<file path="config.mk">
export PLATFORM = sky130hd
export DESIGN_NAME = perf_mon3
export DESIGN_NICKNAME = d
export VERILOG_FILES = /design/src/rtl/pmu_pkg.sv /design/src/rtl/pmu_ctrl_reg.sv /design/src/rtl/pmu_event_counter.sv /design/src/rtl/pmu_cycle_counter.sv /design/src/rtl/perf_mon3.sv
export SDC_FILE = /design/constraint.sdc
export NUM_CORES = 1
export LEC_CHECK = 0
export ABC_AREA = 0
export BUFFER_PORTS_ARGS = -buffer_cell sky130_fd_sc_hd__buf_2
export CAP_MARGIN = 5
export CORE_ASPECT_RATIO = 0.8
export CORE_MARGIN = 8
export CORE_UTILIZATION = 25
export DETAILED_ROUTE_END_ITERATION = 16
export GPL_TIMING_DRIVEN = 1
export PLACE_DENSITY = 0.56
export SYNTH_ARGS = -nofsm -noshare
export SYNTH_HDL_FRONTEND = slang
export SYNTH_SLANG_ARGS = --single-unit
</file>
<file path="constraint.sdc">
create_clock -name clk -period 2.9 [get_ports clk]
set_input_delay 0.29 -clock clk [delete_from_list [all_inputs] [get_ports clk]]
set_output_delay 0.29 -clock clk [all_outputs]
set_load 0.01 [all_outputs]
</file>
<file path="src/rtl/pmu_pkg.sv">
package pmu_pkg;
  localparam int CNT_W    = 32;
  localparam int SEL_W    = 8;
  localparam int NUM_EVT  = 1 << SEL_W;
  localparam int DIV_LOG2 = 6;
  localparam int NUM_CTR  = 3;   // index 0: event 0, 1: event 1, 2: cycle

  localparam logic [SEL_W-1:0] CODE_IDLE  = 8'h20;
  localparam logic [SEL_W-1:0] CODE_CYCLE = 8'hFF;

  // control word bit positions
  localparam int B_EN     = 0;
  localparam int B_RST_EV = 1;
  localparam int B_RST_CY = 2;
  localparam int B_DIV    = 3;
  localparam int B_IEN    = 4;   // 3 bits
  localparam int B_OVF    = 8;   // 3 bits
  localparam int B_SEL1   = 12;  // 8 bits
  localparam int B_SEL0   = 20;  // 8 bits

  localparam logic [1:0] A_CTL = 2'd0;
  localparam logic [1:0] A_CYC = 2'd1;
  localparam logic [1:0] A_EV0 = 2'd2;
  localparam logic [1:0] A_EV1 = 2'd3;

  typedef struct packed {
    logic                   en;
    logic                   div;
    logic [NUM_CTR-1:0]     ien;
    logic [SEL_W-1:0]       sel0;
    logic [SEL_W-1:0]       sel1;
  } ctl_t;
endpackage

</file>
<file path="src/rtl/pmu_ctrl_reg.sv">
module pmu_ctrl_reg
  import pmu_pkg::*;
(
  input  logic               clk,
  input  logic               rst_n,
  input  logic               wr_ctl,
  input  logic [CNT_W-1:0]   wdata,
  input  logic [NUM_CTR-1:0] ovf_set,
  output ctl_t               ctl,
  output logic [NUM_CTR-1:0] ovf,
  output logic               clr_ev,
  output logic               clr_cyc
);
  ctl_t               ctl_nxt;
  logic [NUM_CTR-1:0] ovf_nxt;
  logic [NUM_CTR-1:0] clr_mask;
  logic               ovf_en;

  always_comb begin
    ctl_nxt.en   = wdata[B_EN];
    ctl_nxt.div  = wdata[B_DIV];
    ctl_nxt.ien  = wdata[B_IEN +: NUM_CTR];
    ctl_nxt.sel0 = wdata[B_SEL0 +: SEL_W];
    ctl_nxt.sel1 = wdata[B_SEL1 +: SEL_W];
    clr_mask     = wr_ctl ? wdata[B_OVF +: NUM_CTR] : '0;
    ovf_nxt      = (ovf & ~clr_mask) | ovf_set;
    ovf_en       = wr_ctl | (|ovf_set);
    clr_ev       = wr_ctl & wdata[B_RST_EV];
    clr_cyc      = wr_ctl & wdata[B_RST_CY];
  end

  always_ff @(posedge clk or negedge rst_n) begin
    if (!rst_n)      ctl <= '0;
    else if (wr_ctl) ctl <= ctl_nxt;
  end

  always_ff @(posedge clk or negedge rst_n) begin
    if (!rst_n)      ovf <= '0;
    else if (ovf_en) ovf <= ovf_nxt;
  end

  // a set flag survives unless a 1 is written to its bit
  assert_flag_sticky_R9: assert property (@(posedge clk) disable iff (!rst_n)
    1'b1 |=> ((ovf & $past(ovf & ~clr_mask)) == $past(ovf & ~clr_mask)));
  // a wrap pulse always leaves its flag set
  assert_wrap_sets_flag_R8: assert property (@(posedge clk) disable iff (!rst_n)
    (|ovf_set) |=> ((ovf & $past(ovf_set)) == $past(ovf_set)));
endmodule

</file>
<file path="src/rtl/pmu_event_counter.sv">
module pmu_event_counter
  import pmu_pkg::*;
(
  input  logic               clk,
  input  logic               rst_n,
  input  logic               enable,
  input  logic [SEL_W-1:0]   sel,
  input  logic [NUM_EVT-1:0] strobes,
  input  logic               load,
  input  logic [CNT_W-1:0]   load_val,
  input  logic               clr,
  output logic [CNT_W-1:0]   count,
  output logic               wrap
);
  logic             hit;
  logic             inc;
  logic             cnt_en;
  logic [CNT_W-1:0] cnt_nxt;

  always_comb begin
    if (sel == CODE_IDLE)       hit = 1'b0;
    else if (sel == CODE_CYCLE) hit = 1'b1;
    else                        hit = strobes[sel];
    inc     = enable & hit;
    cnt_nxt = count;
    wrap    = 1'b0;
    if (load)     cnt_nxt = load_val;
    else if (clr) cnt_nxt = '0;
    else if (inc) begin
      cnt_nxt = count + 1'b1;
      wrap    = &count;
    end
    cnt_en = load | clr | inc;
  end

  always_ff @(posedge clk or negedge rst_n) begin
    if (!rst_n)      count <= '0;
    else if (cnt_en) count <= cnt_nxt;
  end

  assert_hold_when_idle_R2: assert property (@(posedge clk) disable iff (!rst_n)
    (!load && !clr && !enable) |=> $stable(count));
  assert_step_one_R3: assert property (@(posedge clk) disable iff (!rst_n)
    (!load && !clr && enable && hit) |=> (count == $past(count) + 1'b1));
  assert_idle_code_R3: assert property (@(posedge clk) disable iff (!rst_n)
    (!load && !clr && sel == CODE_IDLE) |=> $stable(count));
  assert_load_wins_R5: assert property (@(posedge clk) disable iff (!rst_n)
    load |=> (count == $past(load_val)));
endmodule

</file>
<file path="src/rtl/pmu_cycle_counter.sv">
module pmu_cycle_counter
  import pmu_pkg::*;
(
  input  logic             clk,
  input  logic             rst_n,
  input  logic             enable,
  input  logic             div,
  input  logic             load,
  input  logic [CNT_W-1:0] load_val,
  input  logic             clr,
  output logic [CNT_W-1:0] count,
  output logic             wrap
);
  logic [DIV_LOG2-1:0] pre;
  logic [DIV_LOG2-1:0] pre_nxt;
  logic                pre_en;
  logic                tick;
  logic                cnt_en;
  logic [CNT_W-1:0]    cnt_nxt;

  always_comb begin
    pre_en  = clr | enable;
    pre_nxt = clr ? '0 : pre + 1'b1;
    tick    = enable & (~div | (&pre));
    cnt_nxt = count;
    wrap    = 1'b0;
    if (load)      cnt_nxt = load_val;
    else if (clr)  cnt_nxt = '0;
    else if (tick) begin
      cnt_nxt = count + 1'b1;
      wrap    = &count;
    end
    cnt_en = load | clr | tick;
  end

  always_ff @(posedge clk or negedge rst_n) begin
    if (!rst_n)      pre <= '0;
    else if (pre_en) pre <= pre_nxt;
  end

  always_ff @(posedge clk or negedge rst_n) begin
    if (!rst_n)      count <= '0;
    else if (cnt_en) count <= cnt_nxt;
  end

  assert_clear_zero_R4: assert property (@(posedge clk) disable iff (!rst_n)
    (clr && !load) |=> (count == '0));
  assert_plain_step_R6: assert property (@(posedge clk) disable iff (!rst_n)
    (enable && !div && !load && !clr) |=> (count == $past(count) + 1'b1));
  assert_div_hold_R7: assert property (@(posedge clk) disable iff (!rst_n)
    (div && !(&pre) && !load && !clr) |=> $stable(count));
endmodule

</file>
<file path="src/rtl/perf_mon3.sv">
module perf_mon3
  import pmu_pkg::*;
(
  input  logic               clk,
  input  logic               rst_n,
  input  logic               reg_wr,
  input  logic [1:0]         reg_addr,
  input  logic [CNT_W-1:0]   reg_wdata,
  output logic [CNT_W-1:0]   reg_rdata,
  input  logic [NUM_EVT-1:0] evt_strobe,
  output logic               irq_out
);
  ctl_t               ctl;
  logic [NUM_CTR-1:0] ovf;
  logic [NUM_CTR-1:0] wrap;
  logic               clr_ev;
  logic               clr_cyc;
  logic               wr_ctl;
  logic [CNT_W-1:0]   cnt [NUM_CTR];
  logic [CNT_W-1:0]   ctl_word;
  logic               wdata_unused;

  assign wr_ctl       = reg_wr & (reg_addr == A_CTL);
  assign wdata_unused = ^{reg_wdata[31:28], reg_wdata[11], reg_wdata[7]};

  pmu_ctrl_reg u_ctrl (
    .clk     (clk),
    .rst_n   (rst_n),
    .wr_ctl  (wr_ctl),
    .wdata   (reg_wdata),
    .ovf_set (wrap),
    .ctl     (ctl),
    .ovf     (ovf),
    .clr_ev  (clr_ev),
    .clr_cyc (clr_cyc)
  );

  for (genvar g = 0; g < 2; g++) begin : g_evt
    logic [SEL_W-1:0] sel_g;
    assign sel_g = (g == 0) ? ctl.sel0 : ctl.sel1;
    pmu_event_counter u_cnt (
      .clk      (clk),
      .rst_n    (rst_n),
      .enable   (ctl.en),
      .sel      (sel_g),
      .strobes  (evt_strobe),
      .load     (reg_wr && (reg_addr == A_EV0 + 2'(g))),
      .load_val (reg_wdata),
      .clr      (clr_ev),
      .count    (cnt[g]),
      .wrap     (wrap[g])
    );
  end

  pmu_cycle_counter u_cyc (
    .clk      (clk),
    .rst_n    (rst_n),
    .enable   (ctl.en),
    .div      (ctl.div),
    .load     (reg_wr && (reg_addr == A_CYC)),
    .load_val (reg_wdata),
    .clr      (clr_cyc),
    .count    (cnt[2]),
    .wrap     (wrap[2])
  );

  always_comb begin
    ctl_word                        = '0;
    ctl_word[B_EN]                  = ctl.en;
    ctl_word[B_DIV]                 = ctl.div;
    ctl_word[B_IEN +: NUM_CTR]      = ctl.ien;
    ctl_word[B_OVF +: NUM_CTR]      = ovf;
    ctl_word[B_SEL0 +: SEL_W]       = ctl.sel0;
    ctl_word[B_SEL1 +: SEL_W]       = ctl.sel1;
    unique case (reg_addr)
      A_CTL:   reg_rdata = ctl_word;
      A_CYC:   reg_rdata = cnt[2];
      A_EV0:   reg_rdata = cnt[0];
      default: reg_rdata = cnt[1];
    endcase
  end

  assign irq_out = |(ovf & ctl.ien);

  assert_irq_needs_flag_R10: assert property (@(posedge clk) disable iff (!rst_n)
    irq_out |-> (|ovf));
  assert_rst_bits_zero_R4: assert property (@(posedge clk) disable iff (!rst_n)
    (reg_addr == A_CTL) |-> (reg_rdata[B_RST_CY:B_RST_EV] == 2'b00));
endmodule

</file>
=== After elaboration in Yosys (flattened, before gate mapping) ===
Index checks and enable logic that the tools add are counted.

* Register bits after elaboration: 126
* Output and inout port bits: 33
* Input port bits: 293

* Bitwise logic cells: 20
* Reductions and logical operators: 16
* $lt $le $gt $ge: 2
* Equal/unequal tests: 7
* Add/sub/neg operators: 4
* Muxes and demuxes: 29

{| class="wikitable"
|+ Operators with widths
! cell !! count
|-
| two-way mux 32 bit || 9
|-
| adder 32 x 1 -> 32 bit (second input constant) || 3
|-
| one-hot mux 32 bit (3 select lines) || 1
|-
| AND reduction 32 bit || 3
|-
| < comparator 8 x 9 -> 1 bit (second input constant) || 2
|-
| binary-select mux 1 bit (select 8 bit) || 2
|-
| == test 8 x 6 -> 1 bit (second input constant) || 2
|-
| == test 8 bit (second input constant) || 2
|-
| two-way mux 1 bit || 15
|-
| OR 1 bit || 9
|-
| nonzero test 3 bit || 3
|-
| adder 6 x 1 -> 6 bit (second input constant) || 1
|-
| bitwise AND 1 bit || 6
|-
| bitwise AND 3 bit || 2
|-
| two-way mux 6 bit || 1
|-
| AND reduction 2 bit || 3
|-
| AND reduction 6 bit || 1
|-
| OR reduction 3 bit || 2
|-
| == test 2 bit (second input constant) || 2
|-
| logical AND 1 bit || 3
|-
| two-way mux 3 bit || 1
|-
| inverter 3 bit || 1
|-
| OR 3 bit || 1
|-
| == test 2 x 1 -> 1 bit (second input constant) || 1
|-
| other kinds (2) || 2
|}

=== Depth between registers and ports, before layout ===
* Depth in word-level cells: 10
* Gate-level depth with buffers: 15
* Mapped depth without buffers: 10

=== By module ===
Synthesis repeated with hierarchy kept, for this count alone.

* Cells, all modules: 1374
* Area total of the unflattened synthesis: 13594.3 um2

{| class="wikitable"
|+ Modules (own cells, without submodules)
! module !! area an instance (um2) !! cells an instance !! instances
|-
| pmu_event_counter || 4692.0 || 497 || 2
|-
| pmu_cycle_counter || 2361.0 || 267 || 1
|-
| pmu_ctrl_reg || 982.2 || 56 || 1
|-
| perf_mon3 || 867.1 || 57 || 1
|}

=== Worst setup path before layout ===
Ideal clock, no wire load.

* Kind: register to register
* Start: reg u_ctrl.ctl[8] (netlist name)
* End: reg g_evt[0].u_cnt.count[23]
* Setup slack: 0.017 ns
* Stages on the path, launching flop included: 13
* Arrival time: 2.763 ns
* Cell sequence: dfrtp_1 > buf_6 > buf_6 > buf_6 > mux4_2 > o211ai_1 > o21ai_0 > o31ai_1 > a31oi_2 > or3_1 > buf_4 > buf_6 > o211a_1

* Word-level cells in the longest chain between the ends: 7

{| class="wikitable"
|+ RTL lines
! item !! line !! text
|-
| binary-select mux 1 bit (select 8 bit) || pmu_event_counter.sv:23 || <nowiki>else hit = strobes[sel];</nowiki>
|-
| two-way mux 1 bit (not written as such) || pmu_event_counter.sv:23 ||
|-
| two-way mux 1 bit || pmu_event_counter.sv:22 || <nowiki>else if (sel == CODE_CYCLE) hit = 1'b1;</nowiki>
|-
| two-way mux 1 bit (*) || pmu_event_counter.sv:21 || <nowiki>if (sel == CODE_IDLE) hit = 1'b0;</nowiki>
|-
| bitwise AND 1 bit (*) || pmu_event_counter.sv:24 || <nowiki>inc = enable & hit;</nowiki>
|-
| nonzero test 3 bit (no source line) or OR 1 bit (tied branches) || n/a ||
|-
| AND reduction 2 bit (no source line) (*) || n/a ||
|-
| end signal, assigned || pmu_event_counter.sv:38 || <nowiki>else if (cnt_en) count <= cnt_nxt;</nowiki>
|-
| end, declared || pmu_event_counter.sv:12 || <nowiki>output logic [CNT_W-1:0] count,</nowiki>
|}

Every way passes the cells marked *; elsewhere a longest branch is shown, timed or not. The select of a mux whose other input is x is not followed.
A chain may end at the register's enable or synchronous reset.

=== Final worst setup path ===
* Start: reg u_ctrl.ctl[8] (netlist name)
* End: reg g_evt[0].u_cnt.count[6]

* Word-level cells in the longest chain between the ends: 7

{| class="wikitable"
|+ RTL lines
! item !! line
|-
| binary-select mux 1 bit (select 8 bit) || pmu_event_counter.sv:23
|-
| two-way mux 1 bit (not written as such) || pmu_event_counter.sv:23
|-
| two-way mux 1 bit || pmu_event_counter.sv:22
|-
| two-way mux 1 bit (*) || pmu_event_counter.sv:21
|-
| bitwise AND 1 bit (*) || pmu_event_counter.sv:24
|-
| nonzero test 3 bit (no source line) or OR 1 bit (tied branches) || n/a
|-
| AND reduction 2 bit (no source line) (*) || n/a
|}

Marked as above.

==> results.md <==
- The first element of the critical path is u_ctrl.ctl[8]$_DFFE_PN0P_.
- For this design the static power due to leakage is about 7.4 nW.
- The slew at the pin closest to its max-slew limit is 673 ps.
- In the layout the commonest cells are sky130_fd_sc_hd__buf_2 (324), sky130_fd_sc_hd__nand2_1 (212), sky130_fd_sc_hd__buf_4 (142), sky130_fd_sc_hd__mux4_2 (136), sky130_fd_sc_hd__dfrtp_1 (121).
- The clock-pin slew on the worst setup and hold paths is roughly 60 ps.
- The die is 265 um wide.
- The total power divided by cell area is 586 nW/um^2.
- The HPWL after detailed placement is ~49,000 um.
- The share of power burned in combinational logic is 0.527.
- Setup repair after global routing could not meet its margin everywhere.
- The instance count of the mapped netlist is 1,311.
- For this configuration, the core starts out at a cell density of 0.251.
- A synthesized cell averages 9.48 um^2.
- The detail-routed net length per standard cell is around 26 um.
- Pin placement for this block handled 326 I/O pins.
- The most critical setup path has its endpoint at g_evt[0].u_cnt.count[6]$_DFFE_PN0P_.
- The data arrival time of the critical path is 3620 ps.
- The setup skew after layout is 10.1 ps.
- The routed design has approximately 64,000 um of wire.
- Counting along the longest clock path gives a buffer depth of 2.
- The sequential cell area fraction in the yosys report is 0.254.
- The root cell of the clock tree is sky130_fd_sc_hd__clkbuf_16.
- After detailed routing, the number of vias per cell comes to 5.78.
- The checks that failed: negative setup slack.
- The number of library cell types mapped by synthesis is 80.
- The pre-antenna-repair detailed-routing pass consisted of 5 iterations.
- The post-route minimum period is 3240 ps.
- Hold is met by between 100 and 150 ps.
- The headroom to the max-slew limit is 0.548.
- The switching power is 4.17 mW.
- The number of warnings reported in the yosys synthesis log is 0.
- The worst setup path is of the reg2reg kind.
- In this run the critical register-to-register path is launched from u_ctrl.ctl[8]$_DFFE_PN0P_.
- The required time at the endpoint of the critical path is 3280 ps.
- Of the total power, the share spent switching nets is 0.408.
- Entering global routing, the biggest net connects 56 pins.
- The internal portion of the total power is 6.05 mW.
- The net count of the finished layout is a little over 2,000.
- The final hold violation count is 0.
- The die covers 57,100 um^2.
- From synthesis to final layout, the design area changed by 40.5%.
- The synthesized design contains 126 register bits.
- The class of the worst hold path is in2reg.
- The peak ir drop on the vdd network is 486 uV.
- Max-cap violations in this run came to 0.
- In this run, CTS created clock tree buffers numbering 17.
- The clock reaches the later pin of the worst-skew pair after approximately 450 ps.
- The maximum frequency from static timing analysis is 0.308 GHz.
- The via count of the first global-routing pass is 14,100.
- The kind of end point of the critical path is a flip-flop.
- The detailed router placed about 14,000 vias in this run.
- The final worst setup slack is -345 ps.
- The power share of the sequential group is 0.257.
- The number of cell rows is 73.
- The register-to-register path setup slack is -340 ps.
- Counting flops with a built-in enable in the synthesized netlist gives 0.
- The power share of the clock group is 0.216.
- The clock tree from TritonCTS is yes.
- Setup violations remaining at the end of the flow were counted as 66.
- The clock drives roughly 130 sinks.
- The number of nets in the synthesized netlist is 1,608.
- Summed over all layers, the global routing overflow is 0.
- The run finished, with violations left.
- After synthesis, the share of flip-flops with an asynchronous set or reset is 1.00.
- The final total power is 10.2 mW.
- The core region is around 50,000 um^2.
- At the end of routability-driven placement, the weighted congestion stood at 0.963.
- The top flip-flop cell by instance count after synthesis is sky130_fd_sc_hd__dfrtp_1.
- The endpoint of the lowest-slack register-to-register path is g_evt[0].u_cnt.count[6]$_DFFE_PN0P_.
- The final worst-path cycle share is 1.12.
- The number of I/O port buffers is 325.
- In this run the number of H-tree levels came out at 4.
- After synthesis the cells add up to 12,400 um^2.
- The highest net fanout along the worst path is 17.
- The fraction of final layout cells with drive strength greater than 1 is 0.472.
- The most frequent standard cell in the layout excluding fill and tap cells is sky130_fd_sc_hd__buf_2.
- The global-route wire length before repair is slightly above 90,000 um.
- The worst-case reg-to-reg path depth is 11.
- The count of pins over their slew limit came to 0.
- The post-detailed-route count of antenna-violating nets is 0.
- The detailed-route DRC error count is 0.
- The initial antenna violation count came to 6.
- The detailed router finished its first iteration with 1,671 violations.
- The floorplan die height is 215 um.
- The worst setup path is launched from a flip-flop.
- For this run, the total global-route usage over all layers was measured as 0.213.
[metrics by stage]
stage / setup TNS, ps / utilization / setup slack, ps / std cells / cell area (um^2)
global route: -22490 / 0.353 / -422 / 2434 / 17500
global placement: -18190 / 0.320 / -396 / 2372 / 15800
finish: -16530 / 0.353 / -345 / 2434 / 17500
CTS: -13400 / 0.347 / -286 / 2426 / 17200
detailed placement: -19830 / 0.320 / -408 / 2372 / 15800
floorplan: 0 / - / 16.8 / 1311 / 12400
[metal layers]
| metal | GRT usage | vias up | routed length [um] |
|---|---|---|---|
| li1 | - | 5971 | - |
| met1 | 0.291 | 7078 | 26900 |
| met2 | 0.340 | 901 | 29500 |
| met3 | 0.0484 | 104 | 6130 |
| met4 | 0.0487 | 4 | 1360 |
| met5 | 0 | - | 22 |
[registers in the layout, indices dropped and copies added (netlist names)]
signal / cells
u_cyc.count: 32
g_evt.u_cnt.count: 64
u_ctrl.ctl: 21
u_ctrl.ovf: 3
u_cyc.pre: 6
[cell type report]
class                           instances  area (um^2)
Antenna cell                            3         7.51
Clock buffer                           17          425
Clock inverter                         15          165
Fill cell                            5062        32000
Inverter                               19         71.3
Multi-Input combinational cell       1065         9200
Sequential cell                       126         3160
Tap cell                              675          845
Timing Repair Buffer                  514         3580
[kinds of logic after synthesis]
| family | count (synthesis) | synth area share |
|---|---|---|
| flops | 126 | 0.254 |
| fa+ha+maj | 4 | 0.00403 |
| buf+inv | 120 | 0.0495 |
| xor+xnor | 20 | 0.0141 |
| compound gates | 374 | 0.191 |
| mux | 226 | 0.322 |
| simple gates | 441 | 0.165 |
[cell usage after synthesis (13+ instances only)]
cell | count | share of area
sky130_fd_sc_hd__nand2_1 | 214 | 0.065
sky130_fd_sc_hd__a21oi_1 | 137 | 0.055
sky130_fd_sc_hd__mux4_2 | 136 | 0.25
sky130_fd_sc_hd__dfrtp_1 | 126 | 0.25
sky130_fd_sc_hd__o21ai_0 | 96 | 0.039
sky130_fd_sc_hd__mux2i_1 | 62 | 0.050
sky130_fd_sc_hd__clkbuf_1 | 55 | 0.017
sky130_fd_sc_hd__nor2_1 | 53 | 0.016
sky130_fd_sc_hd__nand3_1 | 34 | 0.014
sky130_fd_sc_hd__nand4_1 | 32 | 0.016
sky130_fd_sc_hd__mux2_2 | 28 | 0.025
sky130_fd_sc_hd__and3_1 | 22 | 0.011
sky130_fd_sc_hd__a22o_1 | 20 | 0.014
sky130_fd_sc_hd__a22oi_1 | 19 | 0.011
sky130_fd_sc_hd__nor3_1 | 19 | 0.0077
sky130_fd_sc_hd__and2_1 | 17 | 0.0086
sky130_fd_sc_hd__inv_1 | 17 | 0.0051
sky130_fd_sc_hd__buf_2 | 15 | 0.0060
sky130_fd_sc_hd__buf_6 | 13 | 0.012
[power groups by stage]
stage	logic (mW)	clock network (mW)	registers, mW
2_1_floorplan	2.74	0	2.40
5_1_grt	5.66	2.31	2.68
3_3_place_gp	4.38	0	2.61
6_report	5.39	2.21	2.63
3_5_place_dp	4.42	0	2.62
4_1_cts	5.08	2.24	2.60
[worst min path at each step]
stage,cells past startpoint,startpoint,to,slack (ps)
final,3,reg_wdata[15],g_evt[1].u_cnt.count[15]$_DFFE_PN0P_,130
after global routing,3,reg_wdata[15],g_evt[1].u_cnt.count[15]$_DFFE_PN0P_,120
after CTS,3,reg_wdata[15],g_evt[1].u_cnt.count[15]$_DFFE_PN0P_,120
after detailed placement,1,rst_n,u_cyc.count[4]$_DFFE_PN0P_,350
after global placement,1,rst_n,g_evt[0].u_cnt.count[5]$_DFFE_PN0P_,340
after floorplan,0,rst_n,g_evt[0].u_cnt.count[0]$_DFFE_PN0P_,-6
[timing repair]
item                                    in CTS  in global routing
gates resized for setup                    113                 49
endpoints found under the hold margin       40                  0
endpoints found under the setup margin      66                 66
pin swaps                                   43                 16
gates cloned                                 7                  3
hold buffers                                 1                  0
setup buffers                               14                  5
[worst max-delay path, cell delays in order (launching register included)]
cell and delay (ps):
sky130_fd_sc_hd__dfrtp_4 540, sky130_fd_sc_hd__buf_12 150, sky130_fd_sc_hd__buf_6 90, sky130_fd_sc_hd__mux4_2 530
sky130_fd_sc_hd__a2111oi_4 410, sky130_fd_sc_hd__a2111oi_2 80, sky130_fd_sc_hd__nor3_2 330, sky130_fd_sc_hd__a31oi_4 150
sky130_fd_sc_hd__or2_4 330, sky130_fd_sc_hd__clkbuf_16 230, sky130_fd_sc_hd__a31o_1 200, sky130_fd_sc_hd__a21oi_2 120
Note: power is estimated with default switching activity, not from simulation.
